### src/rtl/scanirq_pkg.sv
package scanirq_pkg;
    localparam int BYTE_W = 8;
    localparam int CPU_AW = 16;

    localparam logic [CPU_AW-1:0] TARGET_ADDR = 16'h5203;
    localparam logic [CPU_AW-1:0] STATUS_ADDR = 16'h5204;
    localparam logic [CPU_AW-1:0] VEC_LO_ADDR = 16'hFFFA;
    localparam logic [CPU_AW-1:0] VEC_HI_ADDR = 16'hFFFB;

    typedef struct packed {
        logic              in_frame;
        logic              pending;
        logic              irq_en;
        logic [BYTE_W-1:0] target;
        logic [BYTE_W-1:0] line;
    } ctl_t;
endpackage

### src/rtl/fetch_repeat_matcher.sv
module fetch_repeat_matcher #(
    parameter int AW      = 14,
    parameter int HIT_BIT = 13,
    parameter int RUN     = 3
) (
    input  logic          clk,
    input  logic          rst_n,
    input  logic          rd,
    input  logic [AW-1:0] addr,
    input  logic          flush,
    output logic          hit
);
    localparam int CW = $clog2(RUN + 1);
    localparam logic [CW-1:0] FULL = CW'(RUN - 1);

    typedef struct packed {
        logic [AW-1:0] last;
        logic [CW-1:0] run;
    } st_t;

    st_t st_d, st_q;
    logic same;

    always_comb begin
        st_d = st_q;
        same = (addr == st_q.last);
        hit  = rd && !flush && addr[HIT_BIT] && same && (st_q.run == FULL);
        if (flush) begin
            st_d.run = '0;
        end else if (rd) begin
            st_d.last = addr;
            if (same && st_q.run != '0)
                st_d.run = (st_q.run == FULL) ? FULL : st_q.run + 1'b1;
            else
                st_d.run = CW'(1);
        end
    end

    always_ff @(posedge clk or negedge rst_n) begin
        if (!rst_n) st_q <= '0;
        else        st_q <= st_d;
    end
endmodule

### src/rtl/cpu_idle_tracker.sv
module cpu_idle_tracker #(
    parameter int N = 3
) (
    input  logic clk,
    input  logic rst_n,
    input  logic cpu_rd,
    input  logic ppu_rd,
    output logic idle
);
    localparam int CW = $clog2(N + 1);
    localparam logic [CW-1:0] LAST = CW'(N - 1);

    logic [CW-1:0] cnt_d, cnt_q;

    always_comb begin
        cnt_d = cnt_q;
        idle  = cpu_rd && (cnt_q == LAST);
        if (ppu_rd)
            cnt_d = '0;
        else if (cpu_rd && cnt_q != LAST)
            cnt_d = cnt_q + 1'b1;
    end

    always_ff @(posedge clk or negedge rst_n) begin
        if (!rst_n) cnt_q <= '0;
        else        cnt_q <= cnt_d;
    end
endmodule

### src/rtl/scanline_irq_unit.sv
module scanline_irq_unit
    import scanirq_pkg::*;
#(
    parameter int PPU_AW     = 14,
    parameter int NT_BIT     = 13,
    parameter int MATCH_LEN  = 3,
    parameter int IDLE_READS = 3
) (
    input  logic                    clk,
    input  logic                    rst_n,
    input  logic                    cpu_rd,
    input  logic                    cpu_wr,
    input  logic [CPU_AW-1:0]       cpu_addr,
    input  logic [BYTE_W-1:0]       cpu_wdata,
    input  logic                    ppu_rd,
    input  logic                    ppu_wr,
    input  logic [PPU_AW-1:0]       ppu_addr,
    output logic                    irq_n,
    output logic [BYTE_W-1:0]       status
);
    ctl_t ctl_d, ctl_q;
    logic hit, idle, vec_rd, frame_end, live_frame;
    logic [BYTE_W-1:0] line_inc;

    fetch_repeat_matcher #(.AW(PPU_AW), .HIT_BIT(NT_BIT), .RUN(MATCH_LEN)) match_i (
        .clk(clk), .rst_n(rst_n), .rd(ppu_rd), .addr(ppu_addr),
        .flush(frame_end), .hit(hit)
    );

    cpu_idle_tracker #(.N(IDLE_READS)) idle_i (
        .clk(clk), .rst_n(rst_n), .cpu_rd(cpu_rd), .ppu_rd(ppu_rd), .idle(idle)
    );

    always_comb begin
        ctl_d      = ctl_q;
        vec_rd     = cpu_rd && (cpu_addr == VEC_LO_ADDR || cpu_addr == VEC_HI_ADDR);
        frame_end  = idle || vec_rd;
        live_frame = ctl_q.in_frame && !frame_end;
        line_inc   = ctl_q.line + 1'b1;
        status     = {ctl_q.pending, live_frame, {(BYTE_W-2){1'b0}}};
        irq_n      = !(ctl_q.pending && ctl_q.irq_en);

        if (cpu_wr && cpu_addr == TARGET_ADDR) ctl_d.target = cpu_wdata;
        if (cpu_wr && cpu_addr == STATUS_ADDR) ctl_d.irq_en = cpu_wdata[BYTE_W-1];
        if (cpu_rd && cpu_addr == STATUS_ADDR) ctl_d.pending = 1'b0;

        if (frame_end) begin
            ctl_d.in_frame = 1'b0;
            ctl_d.line     = '0;
        end else if (hit) begin
            if (!ctl_q.in_frame) begin
                ctl_d.in_frame = 1'b1;
                ctl_d.line     = '0;
            end else begin
                ctl_d.line = line_inc;
                if (line_inc == ctl_q.target) ctl_d.pending = 1'b1;
            end
        end
    end

    always_ff @(posedge clk or negedge rst_n) begin
        if (!rst_n) ctl_q <= '0;
        else        ctl_q <= ctl_d;
    end
endmodule

### config.mk
export PLATFORM = sky130hd
export DESIGN_NAME = scanline_irq_unit
export DESIGN_NICKNAME = d
export VERILOG_FILES = /design/src/rtl/scanirq_pkg.sv /design/src/rtl/fetch_repeat_matcher.sv /design/src/rtl/cpu_idle_tracker.sv /design/src/rtl/scanline_irq_unit.sv
export SDC_FILE = /design/constraint.sdc
export NUM_CORES = 1
export LEC_CHECK = 0
export CORE_ASPECT_RATIO = 0.6
export CORE_MARGIN = 10
export CORE_UTILIZATION = 53
export CTS_CLUSTER_DIAMETER = 30
export DETAILED_ROUTE_END_ITERATION = 8
export PLACE_DENSITY_LB_ADDON = 0.08
export SLEW_MARGIN = 10
export SYNTH_ARGS = -nofsm -noshare
export SYNTH_HDL_FRONTEND = slang
export SYNTH_SLANG_ARGS = --single-unit
export TNS_END_PERCENT = 1
### constraint.sdc
create_clock -name clk -period 4.9 [get_ports clk]
set_input_delay 0.49 -clock clk [delete_from_list [all_inputs] [get_ports clk]]
set_output_delay 0.49 -clock clk [all_outputs]
set_load 0.01 [all_outputs]
* Word level (Yosys, flattened, before mapping)
Index checks and enable logic that the tools add are counted.
** Cells by class
- Muxes and demuxes :: 15
- Bitwise logic cells :: 1
- Add/sub/neg operators :: 3
- Equality and inequality tests :: 9
- Reductions and logical operators :: 22
** Operators with widths (number)
- equality test 16 x 15 -> 1 bit (second input constant) :: 2
- equality test 16 bit (second input constant) :: 2
- two-way mux 8 bit :: 3
- equality test 14 bit :: 1
- two-way mux 2 bit :: 7
- logical AND 1 bit :: 13
- adder 8 x 1 -> 8 bit (second input constant) :: 1
- equality test 8 bit :: 1
- nonzero test 2 bit :: 4
- two-way mux 1 bit :: 5
- adder 2 x 1 -> 2 bit (second input constant) :: 2
- equality test 2 bit (second input constant) :: 2
- logical NOT 1 bit :: 2
- logical OR 1 bit :: 2
- != test 2 bit (second input constant) :: 1
- AND reduction 2 bit :: 1
- NOT 1 bit :: 1
** Word-level totals
- Bits of input ports :: 44
- Word-level logic and storage cells :: 58
- Bits in registers :: 37

* Depth between registers and ports, before layout
- Depth after elaboration :: 11
- Gate-level depth with buffers :: 8
- Gate-level depth less buffers :: 7

* By module
Synthesis repeated with hierarchy kept, for this count alone.
** Second synthesis, totals
- Cells, all modules :: 220
- Area total of the unflattened synthesis :: 2213.4 um^2
** By module, submodules not included
- scanline_irq_unit :: area an instance 1239.9 um^2, times used 1, cells an instance 140
- fetch_repeat_matcher :: area an instance 835.8 um^2, times used 1, cells an instance 68
- cpu_idle_tracker :: area an instance 137.6 um^2, times used 1, cells an instance 12

* Worst setup path before layout
Ideal clock, no wire load.
- Kind :: input to register
- From :: in cpu_addr[14]
- To :: reg match_i.st_q[10] (netlist name)
- Setup slack :: 3155 ps
- Arrival time :: 1620 ps
- Cell stages on the path :: 7
- Required time :: 4775 ps
- Buffers on the path :: 2
- Setup time :: 125 ps
- Cells stage by stage :: nand3_1 -> nor4_1 -> o21a_2 -> nor2b_1 -> buf_2 -> buf_6 -> mux2_4
** On the way
- Word-level cells in the longest chain between the ends :: 6
** Ends and longest elaborated chain
- from (decl) :: line scanline_irq_unit.sv:13 : input logic [CPU_AW-1:0] cpu_addr,
- equality test 16 bit :: line scanline_irq_unit.sv:36 : vec_rd = cpu_rd && (cpu_addr == VEC_LO_ADDR || cpu_addr == VEC_HI_ADDR);
- logical OR 1 bit (*) :: line scanline_irq_unit.sv:36
- logical AND 1 bit (*) :: line scanline_irq_unit.sv:36
- logical OR 1 bit (*) :: line scanline_irq_unit.sv:37 : frame_end = idle || vec_rd;
- NOT 1 bit (no line) (*)
- AND reduction 2 bit (no line) (*)
- to (signal assigned) :: line fetch_repeat_matcher.sv:41 : else st_q <= st_d;
- to (decl) :: line fetch_repeat_matcher.sv:21 : st_t st_d, st_q;
Every way passes the cells marked *; elsewhere a longest branch is shown, timed or not.
A chain may end at the register's enable or synchronous reset.

* Final worst setup path
- From :: in cpu_addr[14]
- To :: out status[6]
** On the way
- Word-level cells in the longest chain between the ends :: 6
** Ends and longest elaborated chain
- equality test 16 bit :: line scanline_irq_unit.sv:36
- logical OR 1 bit (*) :: line scanline_irq_unit.sv:36
- logical AND 1 bit (*) :: line scanline_irq_unit.sv:36
- logical OR 1 bit (*) :: line scanline_irq_unit.sv:37
- logical NOT 1 bit (*) :: line scanline_irq_unit.sv:38 : live_frame = ctl_q.in_frame && !frame_end;
- logical AND 1 bit (*) :: line scanline_irq_unit.sv:38
- to (decl) :: line scanline_irq_unit.sv:19 : output logic [BYTE_W-1:0] status
Marks and branches as above.

==> impl_metrics.json <==
{
  "synth_top_family_by_area": "simple AND/OR/NAND/NOR gates",
  "required_ps": 4410,
  "grt-ovfl-total": 0,
  "crit_path_max_fanout": 14,
  "drive_above_1_share": 0.1577,
  "max_cap_violations": 0,
  "rr_worst_depth": 5,
  "postCtsSetupBuffers": 0,
  "diodes": 0,
  "setup_ws_ps": 2094,
  "floorplan.rows": 17,
  "regToRegStartpoint": "match_i.st_q[6]$_DFFE_PN0N_",
  "startpoint_type": "input port",
  "synth_compound_area_frac": 0.06068,
  "ctsRootBufferMaster": "clkbuf_8",
  "antenna_found_initial": 0,
  "dp.cells": 280,
  "grt_setup_unrepaired": "false",
  "fin_util": 0.7111,
  "synthMuxAreaShare": 0.1494,
  "drt_iter0_drc": 115,
  "grt_max_degree": 38,
  "critPathKind": "in2out",
  "yosys_most_used_dff": "dfrtp_1",
  "clk_pin_slew_ps": 70,
  "cts_buffer_depth": 2,
  "hold_violations": 0,
  "worst_hold_startpoint": "ctl_q[16]$_DFFE_PN0P_",
  "finish.net_count": 288,
  "yosys.area_share.simple": 0.1815,
  "start_util": 0.5741,
  "grt_usage": 0.1391,
  "final_cell_area_um2": 2708,
  "drv_slew": 0,
  "htreeDepth": 2,
  "fin_crit_ps": 2806,
  "cts_num_sinks": 37,
  "gp_congestion": 0.8379,
  "max_slew.worst_pin.slew_ps": 781.0,
  "grt_pass1_wl_um": 8121,
  "critPathCaptureType": "output port",
  "synthAdderAreaFrac": 0.02290,
  "post-route-period-util": 0.5727,
  "final_common_cell": "clkdlybuf4s50_1",
  "cts.hold.buffers_added": 0,
  "synth_area_um2": 2186,
  "place_ws_ps": 2093,
  "synth_cells": 197,
  "setup_viol": 0,
  "max_freq_mhz": 356.3,
  "status": "completed",
  "yosysUniqueCellTypes": 42,
  "skew_ps": 5.973,
  "ant_nets": 0,
  "synth.avg_cell_area_um2": 11.10,
  "holdCritPathClass": "reg2reg",
  "ys_ff_latch": 37,
  "cts_tree": "yes",
  "p_per_area_nw_per_um2": 284.8,
  "synth_edf_count": 0,
  "syn_to_final_growth_pct": 23.87,
  "synth_warnings": 0,
  "port_buffers": 45,
  "power.ir.vdd_worst_uv": 194.3,
  "grt_pass1_vias": 1726,
  "dieArea_um2": 7177,
  "insertion_delay_ps": 290,
  "crit_end": "status[6]",
  "ff2ff_setup_slack_ps": 2850,
  "vias": 1601,
  "crit_arrival_ps": 2320,
  "core_um2": 3807,
  "fin_setup_tns_ps": 0,
  "dr.pass1.iters": 4,
  "ioPinCount": 53,
  "synthXorXnorAreaFrac": 0.1042,
  "wirelength_um": 4814,
  "final_cell_mix": "clkdlybuf4s50_1, dfrtp_1, xnor2_1",
  "ctsResizeCount": 0,
  "drc": 0,
  "relSlewSlack": 0.4754,
  "seq_area_frac_synth": 0.4236,
  "power_leakage_nw": 1.128,
  "postPlaceCellArea_um2": 2621,
  "wl_per_cell_um": 16.72,
  "cts_made_buffers": 5,
  "async_reset_ff_frac": 1.000,
  "die_w_um": 102.9,
  "fin_cells": 288,
  "die_y_um": 69.75,
  "hpwl_um": 3750,
  "reg2reg_to": "ctl_q[7]$_DFFE_PN0P_",
  "avgViaCountPerCell": 5.559,
  "cp-startpoint": "cpu_addr[14]"
}
## flip-flops by register name, indices dropped and copies added (netlist names)
register and count:
idle_i.cnt_q 2, match_i.st_q 16, ctl_q 18, status 1
## metrics by stage
stage          hold slack, ps   power, W
3_3_place_gp            477.2  0.0005547
6_report                502.2  0.0007710
2_1_floorplan           194.4  0.0005047
5_1_grt                 549.9  0.0008203
4_1_cts                 510.5  0.0007781
3_5_place_dp            492.5  0.0005665
## final cells by class
class / count / area [µm²]
clock buffers: 5 / 68.82
clock inverters: 3 / 17.52
repair buffers: 47 / 465.4
inverters: 4 / 15.01
flip-flops and latches: 37 / 925.9
multi-input cells: 145 / 1156
fillers: 271 / 1100
well taps: 47 / 58.81
## layer usage
| metal | wire [µm] | global-route usage | up-vias |
|---|---|---|---|
| li1 | - | - | 779 |
| met2 | 2050 | 0.2057 | 54 |
| met5 | 0 | 0 | - |
| met4 | 36 | 0.03653 | 0 |
| met1 | 2264 | 0.1816 | 763 |
| met3 | 463 | 0.05655 | 5 |
## cell usage after synthesis, drive strengths merged (4+ instances only)
cell / instances / share of area
dfrtp: 37 / 0.42
mux2: 23 / 0.14
xnor2: 22 / 0.088
buf: 12 / 0.042
nand3: 11 / 0.025
a21oi: 8 / 0.018
nor2: 8 / 0.015
nand2: 6 / 0.010
nand2b: 6 / 0.017
nor4: 6 / 0.024
nand4: 5 / 0.014
nand4b: 5 / 0.020
nor3b: 5 / 0.017
clkbuf: 4 / 0.0069
ha: 4 / 0.023
inv: 4 / 0.0069
xor2: 4 / 0.016
## worst max-delay path: stages
cell	delay, ps
clkdlybuf4s50_1	470
nand3_1	90
nor4_1	320
o21a_2	350
nor2b_1	90
clkdlybuf4s50_1	500
## kinds of logic after synthesis
group                      count (synthesis)
other                                      1
adders and majority gates                  4
muxes                                     26
and+or+nand+nor                           63
buffers and inverters                     20
DFF                                       37
AOI/OAI and AO/OA                         20
xor gates and xnor gates                  26
## how the worst min path moves through the flow
stage | end | slack (ps) | cells after the start
2_1_floorplan | ctl_q[0]$_DFFE_PN0P_ | 190 | 0
3_3_place_gp | ctl_q[16]$_DFFE_PN0P_ | 480 | 1
3_5_place_dp | ctl_q[16]$_DFFE_PN0P_ | 490 | 1
4_1_cts | ctl_q[16]$_DFFE_PN0P_ | 510 | 1
5_1_grt | ctl_q[11]$_DFFE_PN0P_ | 550 | 1
6_report | ctl_q[16]$_DFFE_PN0P_ | 500 | 1
## where the power goes
part           internal (W)  leakage (nW)  switching (W)  total [W]
Clock             0.0000981        0.0439       0.000111   0.000209
Sequential         0.000340         0.474      0.0000493   0.000390
Combinational      0.000104         0.610      0.0000681   0.000173
(Power assumes the default switching activity.)
